[src/rtl/spi_burst_pkg.sv]
package spi_burst_pkg;

  typedef struct packed {
    logic       cpol;
    logic       cpha;
    logic       lsb;
    logic       discard;
    logic [1:0] lanes;
  } burst_cfg_t;

  // clock periods needed to move one byte for a lane selection
  function automatic logic [3:0] beats_of(input logic [1:0] lanes);
    case (lanes)
      2'b01:   beats_of = 4'd4;
      2'b10:   beats_of = 4'd2;
      default: beats_of = 4'd8;
    endcase
  endfunction

endpackage

[src/rtl/spi_lane_shifter.sv]
module spi_lane_shifter
  import spi_burst_pkg::*;
(
  input  logic       clk,
  input  logic       rst_n,
  input  logic       load,
  input  logic [7:0] load_byte,
  input  logic [1:0] lanes,
  input  logic       lsb,
  input  logic       shift_en,
  input  logic       sample_en,
  input  logic [3:0] sd_in,
  output logic [3:0] sd_out,
  output logic [7:0] rx_next
);

  logic [7:0] tx_sh, rx_sh, in8;
  logic [3:0] in_bits;
  int         nb;

  always_comb begin
    case (lanes)
      2'b01: begin
        nb      = 2;
        sd_out  = {2'b00, lsb ? tx_sh[1:0] : tx_sh[7:6]};
        in_bits = {2'b00, sd_in[1:0]};
      end
      2'b10: begin
        nb      = 4;
        sd_out  = lsb ? tx_sh[3:0] : tx_sh[7:4];
        in_bits = sd_in;
      end
      default: begin
        nb      = 1;
        sd_out  = {3'b000, lsb ? tx_sh[0] : tx_sh[7]};
        in_bits = {3'b000, sd_in[1]};
      end
    endcase
    in8 = {4'b0000, in_bits};
    if (!sample_en) rx_next = rx_sh;
    else if (lsb)   rx_next = (rx_sh >> nb) | (in8 << (8 - nb));
    else            rx_next = (rx_sh << nb) | in8;
  end

  always_ff @(posedge clk or negedge rst_n) begin
    if (!rst_n) begin
      tx_sh <= 8'h00;
      rx_sh <= 8'h00;
    end else if (load) begin
      tx_sh <= load_byte;
      rx_sh <= 8'h00;
    end else begin
      if (shift_en) tx_sh <= lsb ? (tx_sh >> nb) : (tx_sh << nb);
      rx_sh <= rx_next;
    end
  end


  edge_exclusive_chk: assert property (@(posedge clk) disable iff (!rst_n)
    !(shift_en && sample_en));

endmodule

[src/rtl/spi_cs_drive.sv]
module spi_cs_drive #(
  parameter  int CS_N  = 4,
  localparam int SEL_W = $clog2(CS_N)
) (
  input  logic [SEL_W-1:0] sel,
  input  logic             manual,
  input  logic             level,
  input  logic             act_high,
  input  logic             busy,
  output logic [CS_N-1:0]  cs_o
);

  logic sel_level;
  assign sel_level = manual ? level : (busy ? act_high : ~act_high);

  for (genvar i = 0; i < CS_N; i++) begin : g_line
    assign cs_o[i] = (sel == SEL_W'(i)) ? sel_level : ~act_high;
  end

endmodule

[src/rtl/spi_burst_seq.sv]
module spi_burst_seq
  import spi_burst_pkg::*;
#(
  parameter int CNT_W = 24
) (
  input  logic             clk,
  input  logic             rst_n,
  input  logic             tick,
  input  logic             go,
  input  burst_cfg_t       cfg_in,
  input  logic [CNT_W-1:0] burst_len,
  input  logic [CNT_W-1:0] tx_len,
  input  logic             tx_valid,
  input  logic [7:0]       tx_data,
  output logic             tx_ready,
  output logic             rx_valid,
  output logic [7:0]       rx_data,
  input  logic             rx_ready,
  input  logic [7:0]       rx_next,
  output logic             load,
  output logic [7:0]       load_byte,
  output logic             shift_en,
  output logic             sample_en,
  output logic             sclk_act,
  output burst_cfg_t       cfg,
  output logic             busy,
  output logic             done
);

  typedef enum logic [1:0] {S_IDLE, S_WAIT, S_SHIFT} seq_state_e;

  seq_state_e       st;
  logic [CNT_W-1:0] burst_q, txlen_q, idx;
  logic [3:0]       h, last_h;
  logic [4:0]       two_b;
  logic             need_tx, rx_room, lead, trail, byte_end, last_byte;

  always_comb begin
    need_tx   = idx < txlen_q;
    rx_room   = cfg.discard || !rx_valid;
    tx_ready  = (st == S_WAIT) && need_tx && rx_room;
    load      = (st == S_WAIT) && rx_room && (!need_tx || tx_valid);
    load_byte = need_tx ? tx_data : 8'h00;
    two_b     = {beats_of(cfg.lanes), 1'b0};
    last_h    = 4'(two_b - 5'd1);
    lead      = tick && (st == S_SHIFT) && !h[0];
    trail     = tick && (st == S_SHIFT) && h[0];
    shift_en  = cfg.cpha ? (lead && (h != 4'd0)) : trail;
    sample_en = cfg.cpha ? trail : lead;
    byte_end  = trail && (h == last_h);
    last_byte = idx == (burst_q - CNT_W'(1));
    sclk_act  = (st == S_SHIFT) && h[0];
    busy      = st != S_IDLE;
  end

  always_ff @(posedge clk or negedge rst_n) begin
    if (!rst_n) begin
      st       <= S_IDLE;
      cfg      <= '0;
      burst_q  <= '0;
      txlen_q  <= '0;
      idx      <= '0;
      h        <= '0;
      rx_valid <= 1'b0;
      rx_data  <= 8'h00;
      done     <= 1'b0;
    end else begin
      done <= 1'b0;
      if (rx_valid && rx_ready) rx_valid <= 1'b0;
      case (st)
        S_IDLE: if (go) begin
          cfg     <= cfg_in;
          burst_q <= burst_len;
          txlen_q <= tx_len;
          idx     <= '0;
          if (burst_len == '0) done <= 1'b1;
          else                 st   <= S_WAIT;
        end
        S_WAIT: if (load) begin
          h  <= '0;
          st <= S_SHIFT;
        end
        default: if (tick) begin
          h <= h + 4'd1;
          if (byte_end) begin
            h   <= '0;
            idx <= idx + CNT_W'(1);
            if (!cfg.discard) begin
              rx_valid <= 1'b1;
              rx_data  <= rx_next;
            end
            if (last_byte) begin
              st   <= S_IDLE;
              done <= 1'b1;
            end else begin
              st <= S_WAIT;
            end
          end
        end
      endcase
    end
  end


  rx_hold_chk: assert property (@(posedge clk) disable iff (!rst_n)
    (rx_valid && !rx_ready) |=> (rx_valid && $stable(rx_data)));


  done_idle_chk: assert property (@(posedge clk) disable iff (!rst_n)
    done |-> !busy);


  byte_index_chk: assert property (@(posedge clk) disable iff (!rst_n)
    busy |-> (idx < burst_q));


  discard_quiet_chk: assert property (@(posedge clk) disable iff (!rst_n)
    (busy && cfg.discard && !rx_valid) |=> !rx_valid);

endmodule

[src/rtl/spi_burst_engine.sv]
module spi_burst_engine
  import spi_burst_pkg::*;
#(
  parameter  int CNT_W = 24,
  parameter  int CS_N  = 4,
  localparam int SEL_W = $clog2(CS_N)
) (
  input  logic             clk,
  input  logic             rst_n,
  input  logic             sck_tick,
  input  logic             go,
  input  logic             cpol,
  input  logic             cpha,
  input  logic             lsb_first,
  input  logic             rx_discard,
  input  logic [1:0]       lane_mode,
  input  logic [CNT_W-1:0] burst_len,
  input  logic [CNT_W-1:0] tx_len,
  input  logic [SEL_W-1:0] cs_sel,
  input  logic             cs_manual,
  input  logic             cs_level,
  input  logic             cs_act_high,
  input  logic             tx_valid,
  input  logic [7:0]       tx_data,
  output logic             tx_ready,
  output logic             rx_valid,
  output logic [7:0]       rx_data,
  input  logic             rx_ready,
  output logic             sclk,
  output logic [3:0]       sd_out,
  input  logic [3:0]       sd_in,
  output logic [CS_N-1:0]  cs_o,
  output logic             busy,
  output logic             done
);

  burst_cfg_t cfg_in, cfg;
  logic       load, shift_en, sample_en, sclk_act;
  logic [7:0] load_byte, rx_next;

  assign cfg_in = '{cpol: cpol, cpha: cpha, lsb: lsb_first,
                    discard: rx_discard, lanes: lane_mode};

  spi_burst_seq #(.CNT_W(CNT_W)) u_seq (
    .clk(clk), .rst_n(rst_n), .tick(sck_tick), .go(go), .cfg_in(cfg_in),
    .burst_len(burst_len), .tx_len(tx_len),
    .tx_valid(tx_valid), .tx_data(tx_data), .tx_ready(tx_ready),
    .rx_valid(rx_valid), .rx_data(rx_data), .rx_ready(rx_ready),
    .rx_next(rx_next), .load(load), .load_byte(load_byte),
    .shift_en(shift_en), .sample_en(sample_en), .sclk_act(sclk_act),
    .cfg(cfg), .busy(busy), .done(done)
  );

  spi_lane_shifter u_shift (
    .clk(clk), .rst_n(rst_n), .load(load), .load_byte(load_byte),
    .lanes(cfg.lanes), .lsb(cfg.lsb), .shift_en(shift_en),
    .sample_en(sample_en), .sd_in(sd_in), .sd_out(sd_out), .rx_next(rx_next)
  );

  spi_cs_drive #(.CS_N(CS_N)) u_cs (
    .sel(cs_sel), .manual(cs_manual), .level(cs_level),
    .act_high(cs_act_high), .busy(busy), .cs_o(cs_o)
  );

  assign sclk = busy ? (cfg.cpol ^ sclk_act) : cpol;

endmodule

[config.mk]
export PLATFORM = sky130hd
export DESIGN_NAME = spi_burst_engine
export DESIGN_NICKNAME = d
export VERILOG_FILES = /design/src/rtl/spi_burst_pkg.sv /design/src/rtl/spi_lane_shifter.sv /design/src/rtl/spi_cs_drive.sv /design/src/rtl/spi_burst_seq.sv /design/src/rtl/spi_burst_engine.sv
export SDC_FILE = /design/constraint.sdc
export NUM_CORES = 1
export LEC_CHECK = 0
export ABC_AREA = 1
export BUFFER_PORTS_ARGS = -buffer_cell sky130_fd_sc_hd__buf_2
export CAP_MARGIN = 20
export CORE_AREA = 2 2 124 126
export CTS_BUF_LIST = sky130_fd_sc_hd__clkbuf_8
export CTS_CLUSTER_DIAMETER = 80
export DETAILED_ROUTE_END_ITERATION = 16
export DIE_AREA = 0 0 126 128
export PLACE_DENSITY = 0.8
export SYNTH_ARGS = -nofsm -noshare
export SYNTH_HDL_FRONTEND = slang
export SYNTH_SLANG_ARGS = --single-unit
[constraint.sdc]
create_clock -name clk -period 3.26 [get_ports clk]
set_input_delay 0.163 -clock clk [delete_from_list [all_inputs] [get_ports clk]]
set_output_delay 0.163 -clock clk [all_outputs]
set_load 0.005 [all_outputs]
Word level (Yosys, flattened, before mapping)
Cells that the tools add are included.
W data, S select, Z words.
- add/subtract/negate cells: 5
- magnitude comparators: 1
- equality and inequality tests: 12
- shift operators: 5
- mux-type cells: 49
- bitwise gates (word level): 8
- reductions and logical operators: 33
- operators with widths (cell ; count):
    $mux W24 ; 3
    $mux W8 ; 7
    $pmux W24 S2 ; 1
    $shl A4 B32 Y8 ; 1
    $add A24 B1 Y24 const B ; 1
    $eq A24 B24 Y1 ; 1
    $logic_not A24 Y1 ; 1
    $lt A24 B24 Y1 ; 1
    $pmux W4 S2 ; 3
    $sub A24 B1 Y24 const B ; 1
    $mux W1 ; 21
    $mux W4 ; 4
    $shl A8 B3 Y8 ; 2
    $shr A8 B3 Y8 ; 2
    $mux W2 ; 6
    $pmux W3 S2 ; 2
    $logic_and A1 B1 Y1 ; 11
    $reduce_bool A2 Y1 ; 5
    $eq A2 B2 Y1 const B ; 4
    $or A8 B4 Y8 ; 1
    $or A8 B8 Y8 ; 1
    $reduce_and A4 Y1 ; 2
    $eq A2 B1 Y1 const B ; 3
    $ne A2 B2 Y1 const B ; 3
    17 further kinds ; 26
- register bits after elaboration: 110
- bits of input ports: 77
- output and inout port bits: 21
- logic and storage cells: 128

Depth between registers and ports, before layout
- depth after elaboration: 8
- mapped depth: 15
- gate-level depth less buffers: 15

Hierarchy
Synthesis repeated with hierarchy kept, for this count alone.
- cell total of the unflattened synthesis: 1245
- area, all modules: 8151.6 um^2
- by module, submodules not included (module ; instances ; cells each ; area an instance (um^2) ; seq. area each (um^2)):
    spi_burst_seq ; 1 ; 832 ; 6002.0 ; 2352.3
    spi_lane_shifter ; 1 ; 379 ; 2005.7 ; 400.4
    spi_cs_drive ; 1 ; 26 ; 112.6 ; 0.0
    spi_burst_engine ; 1 ; 8 ; 31.3 ; 0.0

Least setup slack after synthesis
Ideal clock, no wire load.
- path kind: flip-flop to flip-flop
- start: register, netlist name u_seq.cfg[0]
- end: register u_shift.rx_sh[2]
- library setup time: 74 ps
- arrival time: 1962 ps
- data required time: 3186 ps
- slack: 1225 ps
- stages on the path, launching flop included: 13
- buffers on the path: 1
- clock period less this slack: 2035 ps
- path through: dfrtp_1 -> inv_1 -> ha_1 -> inv_1 -> clkbuf_1 -> nand2_1 -> o21ai_0 -> o21ai_0 -> o21ai_0 -> nor2_1 -> o21ai_0 -> o21ai_0 -> nor2_1
- word-level cells in the longest chain between the ends: 8
- elaborated cells between the ends (all ways): 13
- classes of those cells: add/sub (1); eq/ne (2); shift (3); mux (5); bitwise (2)
- RTL lines (item ; line ; RTL):
    $eq A2 B2 Y1 / $eq A2 B1 Y1 (equally long branches) ; spi_lane_shifter.sv:22 ; case (lanes)
    $pmux W3 S2 ; spi_lane_shifter.sv:22 ;
    $sub A4 B3 Y5 ; spi_lane_shifter.sv:41 ; else if (lsb) rx_next = (rx_sh >> nb) | (in8 << (8 - nb));
    $shl A4 B32 Y8 ; spi_lane_shifter.sv:41 ;
    $or A8 B8 Y8 ; spi_lane_shifter.sv:41 ;
    $mux W8 (*) ; spi_lane_shifter.sv:41 ;
    $mux W8 (*) ; spi_lane_shifter.sv:40 ; if (!sample_en) rx_next = rx_sh;
    $mux W8 (*) ; spi_lane_shifter.sv:49 ; end else if (load) begin
    end signal, assigned ; spi_lane_shifter.sv:54 ; rx_sh <= rx_next;
    end, declared ; spi_lane_shifter.sv:17 ; logic [7:0] tx_sh, rx_sh, in8;
Mark *: on every way between the ends. The rest lies on a longest branch, timed or not.
A chain may end at the register's enable or synchronous reset.

Final worst setup path
- start: register u_seq.idx[19]
- end: output tx_ready
- word-level cells in the longest chain between the ends: 3
- RTL lines (item ; line ; RTL):
    start, declared ; spi_burst_seq.sv:33 ; logic [CNT_W-1:0] burst_q, txlen_q, idx;
    start signal, assigned ; spi_burst_seq.sv:87 ; idx <= idx + CNT_W'(1);
    $lt A24 B24 Y1 ; spi_burst_seq.sv:39 ; need_tx = idx < txlen_q;
    $logic_and A1 B1 Y1 (2 in a row) ; spi_burst_seq.sv:41 ; tx_ready = (st == S_WAIT) && need_tx && rx_room;
    end, declared ; spi_burst_engine.sv:25 ; output logic tx_ready,
No other way between the ends.

==> summary.md <==
| Metric | Value |
|---|---|
| FF-to-FF End | `u_shift.tx_sh[7]$_DFFE_PN0P_` |
| Synth area leader | `dfrtp_1` |
| CTS buffer count | `9` |
| Post-synthesis async set-or-reset flop share | `100%` |
| Buffers on Ports | `97` |
| Hold Violations, Final | `0` |
| CTS tree | `built` |
| Nets@finish | `1464` |
| Hold Startpoint | `burst_len[22]` |
| Num rows | `45` |
| CP max stage cell | `dfrtp_1` |
| Share of post-route cells with drive strength above 1 | `10.7%` |
| Most common cell on crit path | `a21oi_1` |
| FMAX | `0.377 GHz` |
| Die H | `128 um` |
| Met1 Track Usage GR | `36.5%` |
| First drt pass iteration count | `5` |
| Synth warn | `0` |
| Slew Limit Fails | `0` |
| WP data arrival | `2490 ps` |
| Worst Hold Depth | `3` |
| # diodes | `0` |
| Crit-path max cell delay | `between 400 and 500 ps` |
| Met3 GRT Util | `4.63%` |
| Slew margin rel. | `42.4%` |
| Yosys cell types | `41` |
| Setup WS pre-CTS | `675 ps` |
| Max_cap viols | `0` |
| WS Path Type | `flop to primary output` |
| WL/cell | `15.1 um` |
| Count leader, synth | `nand2_1` |
| Max VDD drop | `0.438 mV` |
| Final period demand of the worst path | `2650 ps` |
| Worst EP required | `3100 ps` |
| Final HPWL DP | `17.7 mm` |
| CTS max path bufs | `2` |
| Syn Nets | `1326` |
| Synth area leaders | `dfrtp_1 (34%), nand2_1 (17%), o21ai_0 (7.3%)` |
| Startpoint Class | `flop` |
| Switching share of power | `51.4%` |
| Avg Vias per Cell | `5.46` |
| Internal Power | `3780 uW` |
| First-pass GRT wire length | `38.7 mm` |
| GPL Wtd Cong | `0.981` |
| Combinational share of power | `between 50% and 60%` |
| Outcome | `finished, final reports clean` |
| Starting DRT DRC Count | `between 700 and 800` |
| Buffers and inverters on the worst path | `1` |
| CTS Root Cell | `clkbuf_8` |
| Yosys top cell area share | `34.4%` |
| Hold EP | `u_seq.burst_q[22]$_DFFE_PN0P_` |
| Synthesis-stage register bit count | `110` |
| Via count | `8451` |
| Tot GR Track Use | `between 20% and 30%` |
| Number of synthesized flops with an enable pin | `0` |
| Clk sink count | `110` |
| Reg2reg setup slack | `630 ps` |
| Finished Cell Area | `0.00936 mm^2` |
| Residual DRC | `0` |
| PD cells | `831 mW/mm^2` |
| I/O Pins | `98` |
| Synthesized area | `0.00800 mm^2` |
| Setup violators final | `0` |
| Clock share of power | `9.9%` |
| Vias in the first global route | `8163` |
| Die X | `126 um` |
| Die area | `0.0161 mm^2` |
| Initial antenna violation count | `0` |
| Crit. path cell count | `8` |
| Final Cycle Share | `81.4%` |
| Leak pwr | `0.00477 uW` |
| Final WS setup | `between 600 and 700 ps` |
| Final TNS setup | `0 ps` |
| Worst r2r path cells | `12` |
| Pin count of the biggest net entering global routing | `95` |
| Grt peak-use layer | `met2` |
| Cells after synthesis | `1218` |
| Synth top cells by count | `nand2_1 (369), inv_1 (154), nor2_1 (131), o21ai_0 (117), dfrtp_1 (110)` |
| Register area share after synthesis | `34.4%` |
| Hold slack final | `10.5 ps` |
| Gr ovfl total | `0` |
| CP endpoint kind | `primary output` |
| Hold Buf Count CTS | `47` |
| Post-CTS Setup Repair Bufs | `0` |
| Worst-path clk slew | `100 ps` |
| Initial Utilization | `53.8%` |
| Area growth from synthesis to layout | `17.0%` |
| Reg-to-Reg Start | `u_seq.idx[19]$_DFFE_PN0P_` |
| H-tree levels | `3` |
| Hold Path Class | `input port to flop` |
| Measured slew at the worst slew-check pin | `864 ps` |
| Sequential fraction of design power | `31.3%` |
| Dpl cell area | `0.00873 mm^2` |
| Primary FF master, synth | `dfrtp_1` |
| CTS resizes | `0` |
| Critical Path Fanout Max | `9` |
| Clk Latency, worst-skew pair | `roughly 390 ps` |
| Fin Clk Skew | `slightly above 9 ps` |
| RSZ-0062 raised after global routing | `no` |
| Worst path top cell family by delay | `compound AO/OA/AOI/OAI gates` |
| Switch Pwr | `4000 uW` |
| Core box area | `0.0149 mm^2` |
| Post-route ant nets | `0` |
| Avg Inst Size Synth | `between 6 and 7 um^2` |
| Cells along the critical path | `ha_1 -> a21oi_1 -> o21ai_0 -> a21o_1 -> a21oi_1 -> nand2_1 -> nor2_1 -> buf_2` |
| Met2 Use GR | `52.0%` |
| DRT Wirelength | `roughly 23 mm` |
[through the flow]
step	util, %	power, uW	instances
2_1_floorplan	-	5520	1218
3_3_place_gp	58.7	6830	1486
3_5_place_dp	58.7	6890	1486
4_1_cts	63.0	7710	1547
5_1_grt	63.0	8550	1547
6_report	63.0	7780	1547
[how the worst max path moves through the flow]
stage | end | slack [ps] | start
after global routing | u_shift.tx_sh[1]$_DFFE_PN0P_ | 330 | u_seq.idx[23]$_DFFE_PN0P_
after CTS | tx_ready | 640 | u_seq.idx[5]$_DFFE_PN0P_
after floorplan | u_shift.rx_sh[2]$_DFF_PN0_ | 1220 | u_seq.cfg[0]$_DFFE_PN0P_
after detailed placement | u_shift.tx_sh[1]$_DFFE_PN0P_ | 680 | u_seq.idx[19]$_DFFE_PN0P_
final | tx_ready | 610 | u_seq.idx[19]$_DFFE_PN0P_
after global placement | u_shift.tx_sh[6]$_DFFE_PN0P_ | 730 | u_seq.idx[5]$_DFFE_PN0P_
[metal layers]
metal | part of all wire, % | vias to the layer above
met5 | 0 | -
met4 | 4.2 | 0
met3 | 5.5 | 82
met2 | 49 | 290
met1 | 42 | 3854
li1 | - | 4225
[worst reg2reg max path: stages (launching register included)]
cell and delay [ps]:
dfrtp_1 490, ha_1 340, a21oi_1 150, o21ai_0 90, a21o_1 160, a21oi_1 150, nand3_1 90, nand2_1 330
clkinv_1 360, nor2_1 210, nand2_1 80, nand2_1 60, inv_1 30
[power groups by stage]
stage,registers [uW],logic [uW],clock network [uW]
5_1_grt,2490,5220,834
6_report,2440,4580,768
4_1_cts,2420,4520,778
2_1_floorplan,2230,3300,0
3_3_place_gp,2440,4390,0
3_5_place_dp,2440,4450,0
[placed cells by master (no fill, tap or decap), types with 3 or more instances in the layout]
master / Yosys / layout
xnor2_1: 8 / 8
nor2_1: 131 / 131
o31ai_1: 11 / 11
ha_1: 31 / 31
o22ai_1: 3 / 3
clkinv_1: 3 / 3
nand3b_1: 6 / 6
nor3_1: 13 / 13
a21oi_1: 53 / 53
nor2_4: 2 / 3
buf_4: 0 / 20
o21ai_0: 117 / 117
nor4_1: 9 / 9
buf_2: 6 / 96
o221ai_1: 3 / 3
clkbuf_8: 0 / 10
dfrtp_1: 110 / 110
inv_1: 154 / 155
o211ai_1: 10 / 10
nor2_2: 4 / 3
o2111ai_1: 3 / 3
nand4_1: 20 / 20
or2_2: 3 / 3
a31oi_1: 9 / 9
nand3_1: 67 / 67
xor2_1: 22 / 22
nand2_1: 369 / 369
nand2_2: 3 / 3
dlygate4sd3_1: 0 / 47
[logic make-up (layout without fill, tap and decap cells)]
kind of cell	after synthesis	in the layout	share of synthesized area (%)
AO/OA/AOI/OAI	223	223	15.5
flip-flops	110	110	34.4
XOR/XNOR	30	30	3.28
adder cells (fa/ha/maj)	31	31	4.85
AND/OR/NAND/NOR	630	630	32.7
buffers and inverters	194	335	9.20
[registers in the layout (all words and copies together), names as in the netlist]
register        count
u_seq.burst_q      24
u_seq.cfg           6
u_seq.done          1
u_seq.h             4
u_seq.idx          24
u_seq.rx_data       8
u_seq.rx_valid      1
u_seq.st            2
u_seq.txlen_q      24
u_shift.rx_sh       8
u_shift.tx_sh       8
[area by class of cell]
| class | instances | area [um^2] |
|---|---|---|
| Clock buffer | 10 | 138 |
| Clock inverter | 4 | 25.0 |
| Fill cell | 1380 | 5500 |
| Inverter | 158 | 593 |
| Multi-Input combinational cell | 914 | 4520 |
| Sequential cell | 110 | 2750 |
| Tap cell | 188 | 235 |
| Timing Repair Buffer | 163 | 1100 |
No activity file was read; power rests on OpenSTA's default activity.
